## src/rtl/auxt_pkg.sv

```systemverilog
package auxt_pkg;

  typedef enum logic [1:0] {
    MODE_RELOAD  = 2'd0,
    MODE_CAPTURE = 2'd1,
    MODE_BAUD    = 2'd2,
    MODE_CLKOUT  = 2'd3
  } auxtMode_e;

  // Per-cycle strobes from control to datapath
  typedef struct packed {
    logic step;          // advance the count this cycle
    logic down;          // direction of the step
    logic wrapReload;    // upward wrap loads reload value (else zero)
    logic wrapFlag;      // wrap sets the overflow flag
    logic wrapToggleExt; // wrap toggles the external flag
    logic wrapToggleClk; // wrap toggles the square-wave bit
    logic wrapBaud;      // wrap emits a baud tick
    logic capture;       // copy count into reload/capture register
    logic setExt;        // set the external flag
  } auxtStrobe_t;

endpackage

```

## src/rtl/auxt_ctrl.sv

```systemverilog
module auxt_ctrl
  import auxt_pkg::*;
(
  input  logic        clk,
  input  logic        rstN,
  input  logic        tick,
  input  logic        t2Pin,
  input  logic        t2exPin,
  input  logic        runEn,
  input  logic        capSel,
  input  logic        ctrSel,
  input  logic        extEn,
  input  logic        rxBaud,
  input  logic        txBaud,
  input  logic        upDown,
  input  logic        clkOutEn,
  output auxtStrobe_t strobe,
  output logic        t2OutEn
);

  logic prevT2, prevT2ex;
  logic t2Fall, exFall;
  auxtMode_e mode;

  always_ff @(posedge clk or negedge rstN) begin
    if (!rstN) begin
      prevT2   <= 1'b0;
      prevT2ex <= 1'b0;
    end else begin
      prevT2   <= t2Pin;
      prevT2ex <= t2exPin;
    end
  end

  assign t2Fall  = prevT2 & ~t2Pin;
  assign exFall  = prevT2ex & ~t2exPin;
  assign t2OutEn = clkOutEn & ~ctrSel;

  always_comb begin
    if (clkOutEn)              mode = MODE_CLKOUT;
    else if (rxBaud | txBaud)  mode = MODE_BAUD;
    else if (capSel)           mode = MODE_CAPTURE;
    else                       mode = MODE_RELOAD;
  end

  always_comb begin
    strobe      = '0;
    strobe.step = runEn & (ctrSel ? t2Fall : tick);
    unique case (mode)
      MODE_CLKOUT: begin
        strobe.wrapReload    = 1'b1;
        strobe.wrapToggleClk = ~ctrSel;
        strobe.setExt        = extEn & exFall;
      end
      MODE_BAUD: begin
        strobe.wrapReload = 1'b1;
        strobe.wrapBaud   = 1'b1;
        strobe.setExt     = extEn & exFall;
      end
      MODE_CAPTURE: begin
        strobe.wrapFlag = 1'b1;
        strobe.capture  = extEn & exFall;
        strobe.setExt   = extEn & exFall;
      end
      default: begin
        strobe.wrapReload    = 1'b1;
        strobe.wrapFlag      = 1'b1;
        strobe.down          = upDown & ~t2exPin;
        strobe.wrapToggleExt = upDown;
      end
    endcase
  end

endmodule

```

## src/rtl/auxt_datapath.sv

```systemverilog
module auxt_datapath
  import auxt_pkg::*;
#(
  parameter int CNT_W = 16
) (
  input  logic             clk,
  input  logic             rstN,
  input  auxtStrobe_t      strobe,
  input  logic             cntWrEn,
  input  logic [CNT_W-1:0] cntWrData,
  input  logic             rldWrEn,
  input  logic [CNT_W-1:0] rldWrData,
  input  logic             clrOvf,
  input  logic             clrExt,
  output logic [CNT_W-1:0] count,
  output logic [CNT_W-1:0] reloadVal,
  output logic             ovfFlag,
  output logic             extFlag,
  output logic             clkBit,
  output logic             baudTick
);

  localparam logic [CNT_W-1:0] ALL_ONES = {CNT_W{1'b1}};
  localparam logic [CNT_W-1:0] ONE      = CNT_W'(1);

  logic [CNT_W-1:0] decVal, incVal, countNext;
  logic upWrap, dnWrap, wrap;

  assign decVal = count - ONE;
  assign incVal = count + ONE;
  assign upWrap = strobe.step & ~strobe.down & (count == ALL_ONES);
  assign dnWrap = strobe.step & strobe.down & (decVal == reloadVal);
  assign wrap   = upWrap | dnWrap;

  always_comb begin
    if (cntWrEn)          countNext = cntWrData;
    else if (upWrap)      countNext = strobe.wrapReload ? reloadVal : '0;
    else if (dnWrap)      countNext = ALL_ONES;
    else if (strobe.step) countNext = strobe.down ? decVal : incVal;
    else                  countNext = count;
  end

  always_ff @(posedge clk or negedge rstN) begin
    if (!rstN) begin
      count     <= '0;
      reloadVal <= '0;
      ovfFlag   <= 1'b0;
      extFlag   <= 1'b0;
      clkBit    <= 1'b0;
      baudTick  <= 1'b0;
    end else begin
      count <= countNext;
      if (rldWrEn)             reloadVal <= rldWrData;
      else if (strobe.capture) reloadVal <= count;
      if (wrap & strobe.wrapFlag) ovfFlag <= 1'b1;
      else if (clrOvf)            ovfFlag <= 1'b0;
      if (strobe.setExt)                   extFlag <= 1'b1;
      else if (wrap & strobe.wrapToggleExt) extFlag <= ~extFlag;
      else if (clrExt)                     extFlag <= 1'b0;
      if (wrap & strobe.wrapToggleClk) clkBit <= ~clkBit;
      baudTick <= wrap & strobe.wrapBaud;
    end
  end

endmodule

```

## src/rtl/aux_timer16.sv

```systemverilog
module aux_timer16
  import auxt_pkg::*;
#(
  parameter int CNT_W = 16
) (
  input  logic             clk,
  input  logic             rstN,
  input  logic             tick,
  input  logic             t2Pin,
  input  logic             t2exPin,
  input  logic             runEn,
  input  logic             capSel,
  input  logic             ctrSel,
  input  logic             extEn,
  input  logic             rxBaud,
  input  logic             txBaud,
  input  logic             upDown,
  input  logic             clkOutEn,
  input  logic             cntWrEn,
  input  logic [CNT_W-1:0] cntWrData,
  input  logic             rldWrEn,
  input  logic [CNT_W-1:0] rldWrData,
  input  logic             clrOvf,
  input  logic             clrExt,
  output logic [CNT_W-1:0] count,
  output logic [CNT_W-1:0] reloadVal,
  output logic             ovfFlag,
  output logic             extFlag,
  output logic             t2Out,
  output logic             t2OutEn,
  output logic             baudTick
);

  auxtStrobe_t strobe;

  auxt_ctrl u_ctrl (
    .clk(clk), .rstN(rstN), .tick(tick), .t2Pin(t2Pin), .t2exPin(t2exPin),
    .runEn(runEn), .capSel(capSel), .ctrSel(ctrSel), .extEn(extEn),
    .rxBaud(rxBaud), .txBaud(txBaud), .upDown(upDown), .clkOutEn(clkOutEn),
    .strobe(strobe), .t2OutEn(t2OutEn)
  );

  auxt_datapath #(.CNT_W(CNT_W)) u_dp (
    .clk(clk), .rstN(rstN), .strobe(strobe),
    .cntWrEn(cntWrEn), .cntWrData(cntWrData),
    .rldWrEn(rldWrEn), .rldWrData(rldWrData),
    .clrOvf(clrOvf), .clrExt(clrExt),
    .count(count), .reloadVal(reloadVal),
    .ovfFlag(ovfFlag), .extFlag(extFlag),
    .clkBit(t2Out), .baudTick(baudTick)
  );

endmodule

```

## config.mk

```make
export PLATFORM = sky130hd
export DESIGN_NAME = aux_timer16
export DESIGN_NICKNAME = d
export VERILOG_FILES = /design/src/rtl/auxt_pkg.sv /design/src/rtl/auxt_ctrl.sv /design/src/rtl/auxt_datapath.sv /design/src/rtl/aux_timer16.sv
export SDC_FILE = /design/constraint.sdc
export NUM_CORES = 1
export LEC_CHECK = 0
export ABC_CLOCK_PERIOD_IN_PS = 8300
export BUFFER_PORTS_ARGS = -buffer_cell sky130_fd_sc_hd__buf_4
export CORE_AREA = 2 2 87 81
export DETAILED_ROUTE_END_ITERATION = 6
export DIE_AREA = 0 0 89 83
export GPL_TIMING_DRIVEN = 0
export HOLD_SLACK_MARGIN = 0.03
export PLACE_DENSITY = 0.81
export RECOVER_POWER = 25
export SLEW_MARGIN = 20
export SYNTH_ARGS = -nofsm -noshare
export SYNTH_HDL_FRONTEND = slang
export SYNTH_SLANG_ARGS = --single-unit
```

## constraint.sdc

```tcl
create_clock -name clk -period 8.3 [get_ports clk]
set_input_delay 1.245 -clock clk [delete_from_list [all_inputs] [get_ports clk]]
set_output_delay 1.245 -clock clk [all_outputs]
set_load 0.01 [all_outputs]
```

-- After elaboration in Yosys (flattened, before gate mapping)
Index checks and enable logic that the tools add are counted.
- bitwise operators: 22
- reductions and logical operators: 6
- add/sub/neg operators: 2
- eq/ne operators: 5
- muxes and demuxes: 24
- operators by type and width (cell ; count):
    16-bit two-way mux ; 8
    16-bit by 1-bit adder with 16-bit output (second input constant) ; 1
    16-bit == test ; 1
    16-bit == test (second input constant) ; 1
    16-bit by 1-bit subtractor with 16-bit output (second input constant) ; 1
    1-bit bitwise AND ; 14
    1-bit two-way mux ; 14
    1-bit NOT ; 6
    2-bit == test (second input constant) ; 2
    2-bit two-way mux ; 2
    2-bit nonzero test ; 2
    4-bit nonzero test ; 1
    3-bit nonzero test ; 1
    3-bit OR reduction ; 1
    2-bit by 1-bit == test with 1-bit output (second input constant) ; 1
    1-bit bitwise OR ; 2
    2-bit OR reduction ; 1
- output and inout port bits: 37
- word-level logic and storage cells: 67
- input port bits: 49
- register bits: 38

-- Longest topological paths before layout
- depth in word-level cells: 13
- gate-level depth with buffers: 12
- gate-level depth less buffers: 9

-- Hierarchy
From an unflattened synthesis, not the netlist that was laid out.
- cell total of the unflattened synthesis: 363
- area total of the unflattened synthesis: 2961.6 sq um
- by module, submodules not included (module ; area an instance (sq um) ; times used ; cells each ; sequential area each (sq um)):
    auxt_datapath ; 2792.7 ; 1 ; 346 ; 900.9
    auxt_ctrl ; 168.9 ; 1 ; 17 ; 50.0

-- Worst setup path after synthesis
Ideal clock, no wire load.
- kind: input to register
- from: input port clkOutEn
- to: register u_dp.reloadVal[11]
- arrival time: 3146 ps
- path slack: 5019 ps
- path buffers: 1
- setup time: 135 ps
- cell stages on the path: 6
- required time: 8165 ps
- cell sequence: nor3_1 nand2_1 nor3_1 clkbuf_1 mux2i_1 o21ai_0
- longest elaborated chain between the ends: 4
- ends and longest elaborated chain (element ; RTL line ; source):
    start, declared ; aux_timer16.sv:18 ; input logic clkOutEn,
    2-bit two-way mux ; auxt_ctrl.sv:40 ; if (clkOutEn) mode = MODE_CLKOUT;
    2-bit by 1-bit == test with 1-bit output ; auxt_ctrl.sv:49 ; unique case (mode)
    1-bit two-way mux ; auxt_ctrl.sv:49 ;
    2-bit nonzero test (no line) ; - ;
    end signal, assigned ; auxt_datapath.sv:53 ; if (rldWrEn) reloadVal <= rldWrData;
    end signal, assigned ; auxt_datapath.sv:54 ; else if (strobe.capture) reloadVal <= count;
    end, declared ; auxt_datapath.sv:16 ; output logic [CNT_W-1:0] reloadVal,
Every way passes these cells.
A chain may end at the register's enable or synchronous reset.

-- Worst setup path in the final report
- from: input port clkOutEn
- to: register u_dp.count[4]
- longest elaborated chain between the ends: 9
- ends and longest elaborated chain (element ; RTL line ; source):
    2-bit two-way mux (*) ; auxt_ctrl.sv:40 ;
    2-bit == test / 2-bit by 1-bit == test with 1-bit output (equally long branches) ; auxt_ctrl.sv:49 ;
    3-bit OR reduction (no line) ; - ;
    1-bit two-way mux ; auxt_ctrl.sv:49 ;
    16-bit two-way mux (tied with other cells) (2 in a row) ; auxt_datapath.sv:39 ; else if (strobe.step) countNext = strobe.down ? decVal : incVal;
    16-bit two-way mux / 1-bit bitwise AND (equally long branches) ; auxt_datapath.sv:38, auxt_datapath.sv:31 ;
    16-bit two-way mux ; auxt_datapath.sv:37 ; else if (upWrap) countNext = strobe.wrapReload ? reloadVal : '0;
    16-bit two-way mux ; auxt_datapath.sv:36 ; if (cntWrEn) countNext = cntWrData;
    end signal, assigned ; auxt_datapath.sv:52 ; count <= countNext;
    end, declared ; auxt_datapath.sv:15 ; output logic [CNT_W-1:0] count,
Mark *: on every way between the ends. The rest lies on a longest branch, timed or not. The select of a mux whose other input is x is not followed.

==> qor.csv <==
stage,metric,value,unit
clock_network,cts_tree,done,
critical_path,slowest_stage,nor4_1,
die,core-area,0.00645,mm²
timing,setup_slack,4220,ps
placed_design,post_dp_cell_area,0.00388,mm²
finish,nFillCells,617,
clock_network,cts_sinks,38,
clock_network,clockBufferDepth,2,
synthesis,syn_area_per_cell,7.74,µm²
synthesis,yosys_warnings,0,
timing,slew_viol_final,39,
placed_design,io_buffers,85,
min_path,hold_depth,1,
min_path,hold_class,flop to flop,
critical_path,cp_max_fo,10,
critical_path,cp-end-kind,flop,
clock_network,clk_latency,300,ps
placed_design,hpwl,8510,µm
finish,nets,547,
critical_path,ff2ff_path_depth,12,
timing,final.setup_skew,12.8,ps
critical_path,cpMostUsedCell,buf_4,
route,wl_per_cell,19.6,µm
timing,fin_tns_setup,0,ps
power_and_ir_drop,power-per-cell-area,136,mW/mm²
flow_run,drv_cap,1,
timing,period_needed,4080,ps
synthesis,yosysMostFrequentCell,nand2_1,
clock_network,cts_root_buf,clkbuf_8,
synthesis,muxShareOfSynthArea,5.12,%
route,drtAntennaViolNets,0,
critical_path,critPathKind,input port to flop,
clock_network,cts_buffers,5,
route,firstDrtPassIters,5,
synthesis,synthXorXnorAreaFrac,6.36,%
finish,stdcell_count,587,
outcome,status,finished with violations,
critical_path,arrival,4310,ps
die,start_util,48.5,%
synthesis,synth_cell_types,53,
critical_path,start_kind,input port,
finish,syn_to_final_growth,26.9,%
timing,tightest_slew,2170,ps
clock_network,post_cts.repair.setup_buffers,0,
synthesis,ys_seq_elements,38,
synthesis,synth_top_family_by_area,simple AND/OR/NAND/NOR gates,
route,via_count,3548,
synthesis,synth_edf_count,0,
placed_design,placedCellCount,579,
critical_path,crit_required,8530,ps
global_routing,grt_first_pass_wirelength,17700,µm
die,fp.dieW,89,µm
global_routing,grt_pass1_vias,3277,
route,drt_wl_total,11500,µm
critical_path,crit_chain,buf_4 > nor4_1 > nand2_1 > a21oi_1 > nand4_1 > a2111oi_4 > buf_4 > nor3_1 > o21ai_1,
die,ios,86,
global_routing,grt_max_degree,39,
placed_design,gp_congestion,1.02,
synthesis,netlist_area,0.00313,mm²
finish,final_util,61.5,%
die,rows,28,
synthesis,synth_nets,455,
synthesis,synth-compound-area-share,24.6,%
synthesis,postSynth.asyncResetShare,100,%
timing,final-setup-viol-count,0,
synthesis,synth_ff_type,dfrtp_1,
synthesis,synth_fa_ha_area_share,0.800,%
outcome,violations,"max-capacitance violations, max-slew violations",
synthesis,synth_top_area_share,30.4,%
synthesis,ys_seq_area_share,30.4,%
route,drc,0,
power_and_ir_drop,cellLeakagePower,1.68,nW
route,drt_iter0_drc,321,
global_routing,grt-ovfl-total,0,
critical_path,crit_family,simple AND/OR/NAND/NOR gates,
finish,finalInstanceArea,0.00397,mm²
critical_path,cp_num_cells,9,
timing,period_share,49.2,%
clock_network,htree_levels,2,
synthesis,syn_inst,404,
die,dieArea,0.00739,mm²
timing,hold_viol_final,0,
finish,diodes,0,
timing,rsz0062_at_grt,false,
synthesis,synthTopCellsByArea,"dfrtp_1 (30%), o21ai_0 (5.8%), nand2_1 (5.6%)",
synthesis,yosys.area_share.simple,27.8,%
synthesis,synth_common_cells,"nand2_1 (47), dfrtp_1 (38), o21ai_0 (36)",
clock_network,cts_hold_buf,0,
clock_network,post_cts_resized,0,
synthesis,synth_top_area_cell,dfrtp_1,
global_routing,antenna_found_initial,0,
clock_network,path_clk_slew,80,ps
route,vias_per_cell,6.04,
timing,max_freq,245,MHz
die,fp.dieH,83,µm
critical_path,crit_buf_inv,2,
finish,drive_gt1_share,20.9,%
power_and_ir_drop,ir_drop,0.0000758,V
global_routing,track_usage,31.1,%
timing,max-slew-margin-rel,-44.8,%
critical_path,cp_slowest_stage_delay,740,ps
placed_design,dp_slack,3980,ps
-- logic make-up after synthesis --
kind of cell	after synthesis
compound gates	118
fa+ha+maj	2
buf+inv	39
xor+xnor	21
simple gates	170
flops	38
mux	16
-- metrics by stage --
stage	power, mW	hold WS, ps
3_3_place_gp	0.399	465
5_1_grt	0.568	520
2_1_floorplan	0.323	508
4_1_cts	0.540	482
3_5_place_dp	0.402	468
6_report	0.540	479
-- registers in the layout, indices dropped and copies added (netlist names) --
signal and flops:
u_dp.count 16, u_dp.reloadVal 16, u_ctrl.prevT2 1, u_ctrl.prevT2ex 1, u_dp.baudTick 1, u_dp.clkBit 1, u_dp.extFlag 1, u_dp.ovfFlag 1
-- final timing paths --
path | end | startpoint | slack (ps)
setup / recovery | u_dp.count[4] | clkOutEn | 4220
hold / removal | u_dp.clkBit | u_dp.clkBit | 480
setup reg to reg | u_dp.count[4] | u_dp.count[0] | 4320
hold reg to reg | u_dp.clkBit | u_dp.clkBit | 480
max in group asynchronous | u_dp.reloadVal[15] | rstN | 5480
min in group asynchronous | u_dp.reloadVal[1] | rstN | 1570
-- cell usage in the layout, fill, tap and decap left out, types with 5 or more instances in the layout --
master    instances
nand2_1          47
buf_4            83
a21oi_1          26
nand4_1           7
clkbuf_8          6
nor2_1           23
or3_1             5
o211ai_1          9
clkbuf_1         27
o21ai_0          36
inv_1            12
xor2_1            6
dfrtp_1          38
o31ai_1           9
mux2i_1          16
and2_1            8
and3_1            7
nand3_1          16
nor2b_1           7
o21ai_1           6
nor3_1           25
xnor2_1          14
-- per-layer routing --
metal | share of wire [%] | global-route usage (%)
met2 | 46 | 47.0
met5 | 0 | 0
met1 | 44 | 44.7
met4 | 1.8 | 9.09
met3 | 8.4 | 6.36
-- area by class of cell --
cell class                      count  area (µm²)  area share [%]
Multi-Input combinational cell    327        2030            51.1
Sequential cell                    38         951            24.0
Timing Repair Buffer               85         631            15.9
Tap cell                           90         113            2.84
Buffer                             27         108            2.71
Clock buffer                        7        86.3            2.18
Inverter                           12        45.0            1.14
Clock inverter                      1        5.00           0.126
-- report_power, final --
part | switching [mW] | leakage, nW | internal [mW]
clock | 0.0717 | 0.0482 | 0.0672
combinational | 0.0994 | 1.17 | 0.0789
sequential | 0.0223 | 0.469 | 0.201
Note: power is estimated with default switching activity, not from simulation.
